<file path="src/rtl/dbg_trig_pkg.sv">
package dbg_trig_pkg;

  localparam logic [11:0] ADDR_INDEX = 12'h7A0;
  localparam logic [11:0] ADDR_CTRL  = 12'h7A1;
  localparam logic [11:0] ADDR_CMP   = 12'h7A2;
  localparam logic [11:0] ADDR_AUX   = 12'h7A3;
  localparam logic [11:0] ADDR_CAPS  = 12'h7A4;

  // bits kept on a control write, per match kind (size handled apart for kind 6)
  localparam logic [31:0] KEEP_K2      = 32'h0003_005F;
  localparam logic [31:0] KEEP_K6      = 32'h0180_005F;
  localparam logic [31:0] SIZE_K6_MASK = 32'h000F_0000;
  localparam int          SIZE_K6_LSB  = 16;
  localparam logic [31:0] CAPS_VALUE   = 32'h0000_0044;

  typedef enum logic [2:0] {
    WIN_INDEX, WIN_CTRL, WIN_CMP, WIN_AUX, WIN_CAPS, WIN_NONE
  } win_e;

endpackage

</file>
<file path="src/rtl/dbg_trig_decode.sv">
module dbg_trig_decode
  import dbg_trig_pkg::*;
(
  input  logic [11:0] addr,
  output win_e        win,
  output logic        hit
);
  always_comb begin
    unique case (addr)
      ADDR_INDEX: win = WIN_INDEX;
      ADDR_CTRL:  win = WIN_CTRL;
      ADDR_CMP:   win = WIN_CMP;
      ADDR_AUX:   win = WIN_AUX;
      ADDR_CAPS:  win = WIN_CAPS;
      default:    win = WIN_NONE;
    endcase
    hit = (win != WIN_NONE);
  end
endmodule

</file>
<file path="src/rtl/dbg_trig_legal.sv">
module dbg_trig_legal
  import dbg_trig_pkg::*;
#(
  parameter int XLEN  = 32,
  parameter int MTYPE = 2
) (
  input  logic [XLEN-1:0] wdata,
  output logic [XLEN-1:0] legal
);
  localparam int TYPE_LSB = XLEN - 4;
  localparam logic [XLEN-1:0] KIND_BITS = XLEN'(MTYPE) << TYPE_LSB;

  generate
    if (MTYPE == 6) begin : g_kind6
      logic [3:0] size_code;
      logic       size_ok;
      always_comb begin
        size_code = 4'((wdata & XLEN'(SIZE_K6_MASK)) >> SIZE_K6_LSB);
        unique case (size_code)
          4'd0, 4'd1, 4'd2, 4'd3, 4'd5: size_ok = 1'b1;
          default:                      size_ok = 1'b0;
        endcase
        legal = KIND_BITS | (wdata & XLEN'(KEEP_K6));
        if (size_ok) legal = legal | (wdata & XLEN'(SIZE_K6_MASK));
      end
    end else begin : g_kind2
      assign legal = KIND_BITS | (wdata & XLEN'(KEEP_K2));
    end
  endgenerate
endmodule

</file>
<file path="src/rtl/dbg_trig_slot.sv">
module dbg_trig_slot #(
  parameter int XLEN  = 32,
  parameter int MTYPE = 2
) (
  input  logic            clk,
  input  logic            rst_n,
  input  logic            ctrl_we,
  input  logic            cmp_we,
  input  logic [XLEN-1:0] ctrl_new,
  input  logic [XLEN-1:0] cmp_new,
  output logic [XLEN-1:0] ctrl_q,
  output logic [XLEN-1:0] cmp_q
);
  localparam int TYPE_LSB = XLEN - 4;
  localparam logic [XLEN-1:0] CTRL_RESET = XLEN'(MTYPE) << TYPE_LSB;

  always_ff @(posedge clk or negedge rst_n) begin
    if (!rst_n) begin
      ctrl_q <= CTRL_RESET;
      cmp_q  <= '0;
    end else begin
      if (ctrl_we) ctrl_q <= ctrl_new;
      if (cmp_we)  cmp_q  <= cmp_new;
    end
  end
endmodule

</file>
<file path="src/rtl/dbg_trig_bank.sv">
module dbg_trig_bank
  import dbg_trig_pkg::*;
#(
  parameter int XLEN  = 32,
  parameter int NTRIG = 2,
  parameter int MTYPE = 2
) (
  input  logic                  clk,
  input  logic                  rst_n,
  input  logic [11:0]           csr_addr,
  input  logic                  csr_we,
  input  logic [XLEN-1:0]       csr_wdata,
  output logic [XLEN-1:0]       csr_rdata,
  output logic                  csr_hit,
  output logic [NTRIG*XLEN-1:0] trig_ctrl,
  output logic [NTRIG*XLEN-1:0] trig_cmp
);
  localparam int SEL_W = (NTRIG > 1) ? $clog2(NTRIG) : 1;

  win_e             win;
  logic [SEL_W-1:0] sel_q;
  logic [XLEN-1:0]  ctrl_legal;
  logic [XLEN-1:0]  ctrl_arr [NTRIG];
  logic [XLEN-1:0]  cmp_arr  [NTRIG];

  dbg_trig_decode u_dec (
    .addr (csr_addr),
    .win  (win),
    .hit  (csr_hit)
  );

  dbg_trig_legal #(.XLEN(XLEN), .MTYPE(MTYPE)) u_legal (
    .wdata (csr_wdata),
    .legal (ctrl_legal)
  );

  always_ff @(posedge clk or negedge rst_n) begin
    if (!rst_n) begin
      sel_q <= '0;
    end else if (csr_we && win == WIN_INDEX && csr_wdata < XLEN'(NTRIG)) begin
      sel_q <= SEL_W'(csr_wdata);
    end
  end

  generate
    for (genvar i = 0; i < NTRIG; i++) begin : g_slot
      logic this_sel;
      assign this_sel = (sel_q == SEL_W'(i));

      dbg_trig_slot #(.XLEN(XLEN), .MTYPE(MTYPE)) u_slot (
        .clk      (clk),
        .rst_n    (rst_n),
        .ctrl_we  (csr_we && this_sel && win == WIN_CTRL),
        .cmp_we   (csr_we && this_sel && win == WIN_CMP),
        .ctrl_new (ctrl_legal),
        .cmp_new  (csr_wdata),
        .ctrl_q   (ctrl_arr[i]),
        .cmp_q    (cmp_arr[i])
      );

      assign trig_ctrl[i*XLEN +: XLEN] = ctrl_arr[i];
      assign trig_cmp[i*XLEN +: XLEN]  = cmp_arr[i];
    end
  endgenerate

  always_comb begin
    unique case (win)
      WIN_INDEX: csr_rdata = XLEN'(sel_q);
      WIN_CTRL:  csr_rdata = ctrl_arr[sel_q];
      WIN_CMP:   csr_rdata = cmp_arr[sel_q];
      WIN_CAPS:  csr_rdata = XLEN'(CAPS_VALUE);
      default:   csr_rdata = '0;
    endcase
  end
endmodule

</file>
<file path="config.mk">
export PLATFORM = sky130hd
export DESIGN_NAME = dbg_trig_bank
export DESIGN_NICKNAME = d
export VERILOG_FILES = /design/src/rtl/dbg_trig_pkg.sv /design/src/rtl/dbg_trig_decode.sv /design/src/rtl/dbg_trig_legal.sv /design/src/rtl/dbg_trig_slot.sv /design/src/rtl/dbg_trig_bank.sv
export SDC_FILE = /design/constraint.sdc
export NUM_CORES = 1
export LEC_CHECK = 0
export CAP_MARGIN = 20
export CORE_ASPECT_RATIO = 1.4
export CORE_UTILIZATION = 55
export DETAILED_ROUTE_END_ITERATION = 8
export DONT_BUFFER_PORTS = 1
export PLACE_DENSITY = 0.7
export SLEW_MARGIN = 20
export SYNTH_ARGS = -nofsm -noshare
export SYNTH_HDL_FRONTEND = slang
export SYNTH_SLANG_ARGS = --single-unit
</file>
<file path="constraint.sdc">
create_clock -name clk -period 1.7 [get_ports clk]
set_input_delay 0 -clock clk [delete_from_list [all_inputs] [get_ports clk]]
set_output_delay 0 -clock clk [all_outputs]
set_load 0.01 [all_outputs]
</file>
After elaboration in Yosys (flattened, before gate mapping)
Index checks and enable logic that the tools add are counted.
Word-level totals
  register bits: 81
  input port bits: 47
Operators by class
  magnitude comparators: 2
  equal/unequal tests: 9
  mux-type cells: 8
  bitwise logic cells: 2
  reduce and logical (&&, ||, !) cells: 9
Operators with widths (count)
  2-to-1 mux 32 bit: 5
  case mux 32 bit (4 select lines): 1
  equality test 12 x 11 -> 1 bit (second input constant): 5
  < comparator 32 x 2 -> 1 bit (second input constant): 1
  2-to-1 mux 18 bit: 1
  case mux 3 bit (5 select lines): 1
  logical AND 1 bit: 8
  equality test 3 x 1 -> 1 bit (second input constant): 1
  equality test 3 x 2 -> 1 bit (second input constant): 1
  equality test 3 bit (second input constant): 1
  logical NOT 3 bit: 1
  inequality test 3 bit (second input constant): 1
  greater-or-equal comparator 2 bit (second input constant): 1
  inverter 1 -> 2 bit: 1
  inverter 1 bit: 1

Logic depth before layout (Yosys ltp)
  word-level depth: 5
  mapped depth: 7

By module
Synthesis repeated with hierarchy kept, for this count alone.
Unflattened totals
  cells, all modules: 462
  area, all modules: 6975.4 µm²
By module, submodules not included
  dbg_trig_slot: times used 2, cells each 136, area an instance 2691.3 µm², sequential area each 1602.8 µm²
  dbg_trig_bank: times used 1, cells each 147, area an instance 1260.0 µm², sequential area each 25.0 µm²
  dbg_trig_legal: times used 1, cells each 34, area an instance 247.7 µm², sequential area each 0.0 µm²
  dbg_trig_decode: times used 1, cells each 9, area an instance 85.1 µm², sequential area each 0.0 µm²

Worst setup path before layout
OpenSTA, ideal clock, no wires.
  kind: input port to flip-flop
  start point: in csr_addr[3]
  end point: reg g_slot[0].u_slot.cmp_q[10]
  arrival time: 1.347 ns
  data required time: 1.575 ns
  path slack: 0.228 ns
  stages: 7
  cells stage by stage: nor4b_2 > and3_1 > buf_6 > and4b_1 > buf_6 > buf_12 > mux2_4
Between the ends
  word-level cells in the longest chain between the ends: 4
  elaborated cells on any way between the ends: 8
  classes of those cells: eq/ne: 6; mux: 1; reduce/logical: 1
RTL lines
  from (decl): RTL line dbg_trig_bank.sv:10  | input logic [11:0] csr_addr,
  equality test 12 x 11 -> 1 bit: RTL line dbg_trig_decode.sv:9  | unique case (addr)
  case mux 3 bit (5 select lines) *: RTL line dbg_trig_decode.sv:9
  equality test 3 x 2 -> 1 bit *: RTL line dbg_trig_bank.sv:54  | .cmp_we (csr_we && this_sel && win == WIN_CMP),
  logical AND 1 bit *: RTL line dbg_trig_bank.sv:54
  to (signal assigned): RTL line dbg_trig_slot.sv:23  | if (cmp_we) cmp_q <= cmp_new;
  to (decl): RTL line dbg_trig_slot.sv:12  | output logic [XLEN-1:0] cmp_q
Mark *: on every way between the ends. The rest lies on a longest branch, timed or not.
A chain may end at the register's enable or synchronous reset.

Final worst setup path
  start point: reg sel_q (netlist: g_slot[1].this_sel)
  end point: out csr_rdata[6]
Between the ends
  word-level cells in the longest chain between the ends: 5
  elaborated cells on any way between the ends: 8
  classes of those cells: mux: 7; bitwise: 1
RTL lines
  from (decl): RTL line dbg_trig_bank.sv:21  | logic [SEL_W-1:0] sel_q;
  from (signal assigned): RTL line dbg_trig_bank.sv:41  | sel_q <= SEL_W'(csr_wdata);
  inverter 1 -> 2 bit (not written as such) *: RTL line dbg_trig_bank.sv:69, dbg_trig_bank.sv:70
  2-to-1 mux 32 bit (not written as such) or 2-to-1 mux 18 bit (tied branches): RTL line dbg_trig_bank.sv:70, dbg_trig_bank.sv:69
  2-to-1 mux 32 bit (on tied branches) (2 in series): RTL line dbg_trig_bank.sv:70, dbg_trig_bank.sv:69
  case mux 32 bit (4 select lines) *: RTL line dbg_trig_bank.sv:67  | unique case (win)
  to (decl): RTL line dbg_trig_bank.sv:13  | output logic [XLEN-1:0] csr_rdata,
Mark *: on every way between the ends. The rest lies on a longest branch, timed or not. The select of a mux whose other input is x is not followed.

==> metrics.cfg <==
[status]
status=complete, but fails checks
violations=hold timing

[routing]
drt_iter0_drc=118
dr.pass1.iters=4
routed_via_density=5.56
finalWirelength_mm=10.3
post_drt_wl_per_cell_um=20.3
remaining_drc_errors=0
drtAntennaViolNets=0
vias=2838

[worst_setup_path]
crit_required_ns=1.70
path_max_fanout=9
worstPathArrival_ns=1.66
criticalPathCategory=register to output pin
start_kind=register
endpoint_kind=output pin

[clocking]
clockRootBuffer=clkbuf_8
insertion_delay_ns=0.35
holdBufCountCts=33
clock_path_buffers=2
htree_num_levels=3
cts_tree=built
cts_buffers=9
clock_sinks=81
cts.clk_slew.worst_paths_ns=0.08

[final_layout]
regArea_mm2=0.00203
n_antenna_cell=0
nFillCells=600
drive_above_1_share_pct=36.1
multi_input_area_mm2=0.00201
fin_cells=510
fin_area_mm2=0.00505
nets=454
syn_to_final_growth_pct=14.1

[pwr]
internal_power_mw=2.59
cellPowerDensity_mw_per_mm2=667
combPwrFrac_pct=4.9
switchingPower_mw=0.775
switching_share_pct=23.0
seqPwrFrac_pct=57.5
p_clk_share_pct=37.6
peakVddDrop_mv=0.641
p_total_mw=3.37
p_leak_nw=2.38

[yosys]
synthesis.area_mm2=0.00442
ys_seq_area_share_pct=45.8
postSynthCellCount=337
synth-seq-cells=81
avgSynthCellArea_um2=13.1
ys_types=35
ys.warnings.count=0

[timing]
drv_slew=0
rsz0062_at_grt=true
fmax_ghz=0.603
hold_viol=81
min_period_over_period_pct=97.6
clock_skew_ns=0.00656
whs_ns=-0.668
layout_setup_ws_ns=0.0404
min_period_ns=1.66
setup_viol=0

[grt]
use_met3_pct=7.51
grt.busiest_layer=met2
grtUsageMet2_pct=44.9
first_global_vias=2947
grt_remaining_overflow=0
grt_use_met1_pct=26.9
grt_usage_pct=25.1
grt_pass1_wl_mm=15.5
grt_max_degree=82
antenna_found_initial=0

[floorplanning]
die_w_um=77.8
die_y_um=108
die-area_mm2=0.00841
initial_core_util_pct=57.1
row_count=38
coreArea_mm2=0.00775
io_pins=208

[placement]
gp_congestion=0.733
io_buffer_count=0
place_area_mm2=0.00452
place_ws_ns=0.0850
dp.cells=461
detailedPlacementHpwl_mm=7.22

[hold_path]
min_path_type=primary input to asynchronous set/reset pin

[flow_run]
maxCapViolCount=0

==> registers in the layout, indices dropped and copies added (netlist names) <==
register / count
g_slot.u_slot.ctrl_q: 16
g_slot.this_sel: 1
g_slot.u_slot.cmp_q: 64
==> logic make-up after synthesis <==
kind of cell / after synthesis / synth area share [%]
multiplexers: 121 / 32.2
flip-flops: 81 / 45.8
buffers and inverters: 67 / 12.7
AND/OR/NAND/NOR: 53 / 7.16
AO/OA/AOI/OAI: 13 / 1.95
other: 2 / 0.170
==> Yosys cell counts <==
library cell  count  area [µm²]
dfrtp_1          81        2030
mux2_2           50         563
buf_4            49         368
mux2i_1          40         400
mux2_4           30         450
nor2_1           27         101
nor4_1            8        50.1
clkbuf_1          7        26.3
buf_6             5        56.3
o22ai_1           5        31.3
buf_12            3        60.1
nand3_1           3        15.0
conb_1            2        7.51
nand2_1           2        7.51
nor3_1            2        10.0
o21a_1            2        15.0
o21ai_0           2        10.0
o32ai_1           2        17.5
a21oi_1           1        5.00
and3_1            1        6.26
and4_2            1        10.0
and4b_1           1        10.0
and4b_4           1        13.8
buf_8             1        15.0
bufbuf_16         1        32.5
inv_1             1        3.75
mux2_1            1        11.3
nand4_1           1        6.26
nand4_4           1        21.3
nand4b_2          1        15.0
nor3b_1           1        7.51
nor3b_4           1        18.8
nor4b_1           1        8.76
nor4b_2           1        15.0
o211ai_1          1        7.51
==> layer usage <==
| metal | wire, µm | up-vias |
|---|---|---|
| met3 | 750 | 17 |
| met5 | 0 | - |
| met1 | 3740 | 1448 |
| met2 | 5620 | 141 |
| li1 | - | 1232 |
| met4 | 241 | 0 |
==> power by group through the flow <==
stage | Clock (mW) | Sequential (mW) | Combinational, mW
floorplan | 0 | 1.97 | 0.168
global placement | 0 | 1.97 | 0.0786
detailed placement | 0 | 1.97 | 0.0795
CTS | 1.29 | 1.94 | 0.161
global route | 1.37 | 1.94 | 0.178
finish | 1.26 | 1.94 | 0.165
==> through the flow <==
step / TNS [ns] / utilization (%) / hold WS (ns)
final: 0 / 65.1 / -0.668
after global routing: -0.105 / 65.1 / -0.690
after CTS: -0.000269 / 65.1 / -0.684
after detailed placement: 0 / 58.3 / -0.294
after global placement: 0 / 58.3 / -0.294
after floorplan: 0 / - / -0.296
==> area by class of cell <==
type	count	area share (%)
clock buffers	11	3.00
repair buffers	79	14.1
inverters	1	0.0744
flip-flops and latches	81	40.2
clock inverters	3	0.347
well taps	100	2.48
multi-input cells	235	39.8
==> worst max-delay path, stage by stage (launching register included) <==
cell	delay, ns
dfrtp_2	0.44
buf_6	0.15
mux2i_1	0.11
nor3_1	0.14
a21oi_1	0.07
o32ai_1	0.22
buf_4	0.17
==> placed cells by master, fill, tap and decap left out, drive strengths merged, types with 2 or more instances in the layout <==
cell type	instances
dfrtp	81
mux2	81
conb	48
buf	46
mux2i	40
dlygate4sd3	33
nor2	27
clkbuf	11
nor4	8
o22ai	5
nand3	3
o21a	2
nand2	2
nor3	2
o21ai	2
o32ai	2
clkinv	2
nor4b	2
and4b	2
nor3b	2
nand4	2
==> repair_timing <==
item	CTS	global route
buffers inserted	2	0
gates resized for setup	3	0
hold endpoints to repair	162	81
setup endpoints to repair	4	3
pin swaps	1	1
==> worst paths after layout <==
check	startpoint	end	slack [ns]	depth (start not counted)
max in group asynchronous	rst_n	g_slot[0].u_slot.cmp_q[25]	2.23	0
max	g_slot[1].this_sel	csr_rdata[6]	0.04	6
min reg2reg	g_slot[1].u_slot.cmp_q[8]	g_slot[1].u_slot.cmp_q[8]	0.61	1
min in group clk	csr_addr[0]	g_slot[1].u_slot.cmp_q[5]	0.03	3
min	rst_n	g_slot[0].u_slot.ctrl_q[0]	-0.67	0
max reg2reg	g_slot[1].this_sel	g_slot[0].u_slot.cmp_q[1]	0.10	4
No activity file was read; power rests on OpenSTA's default activity.
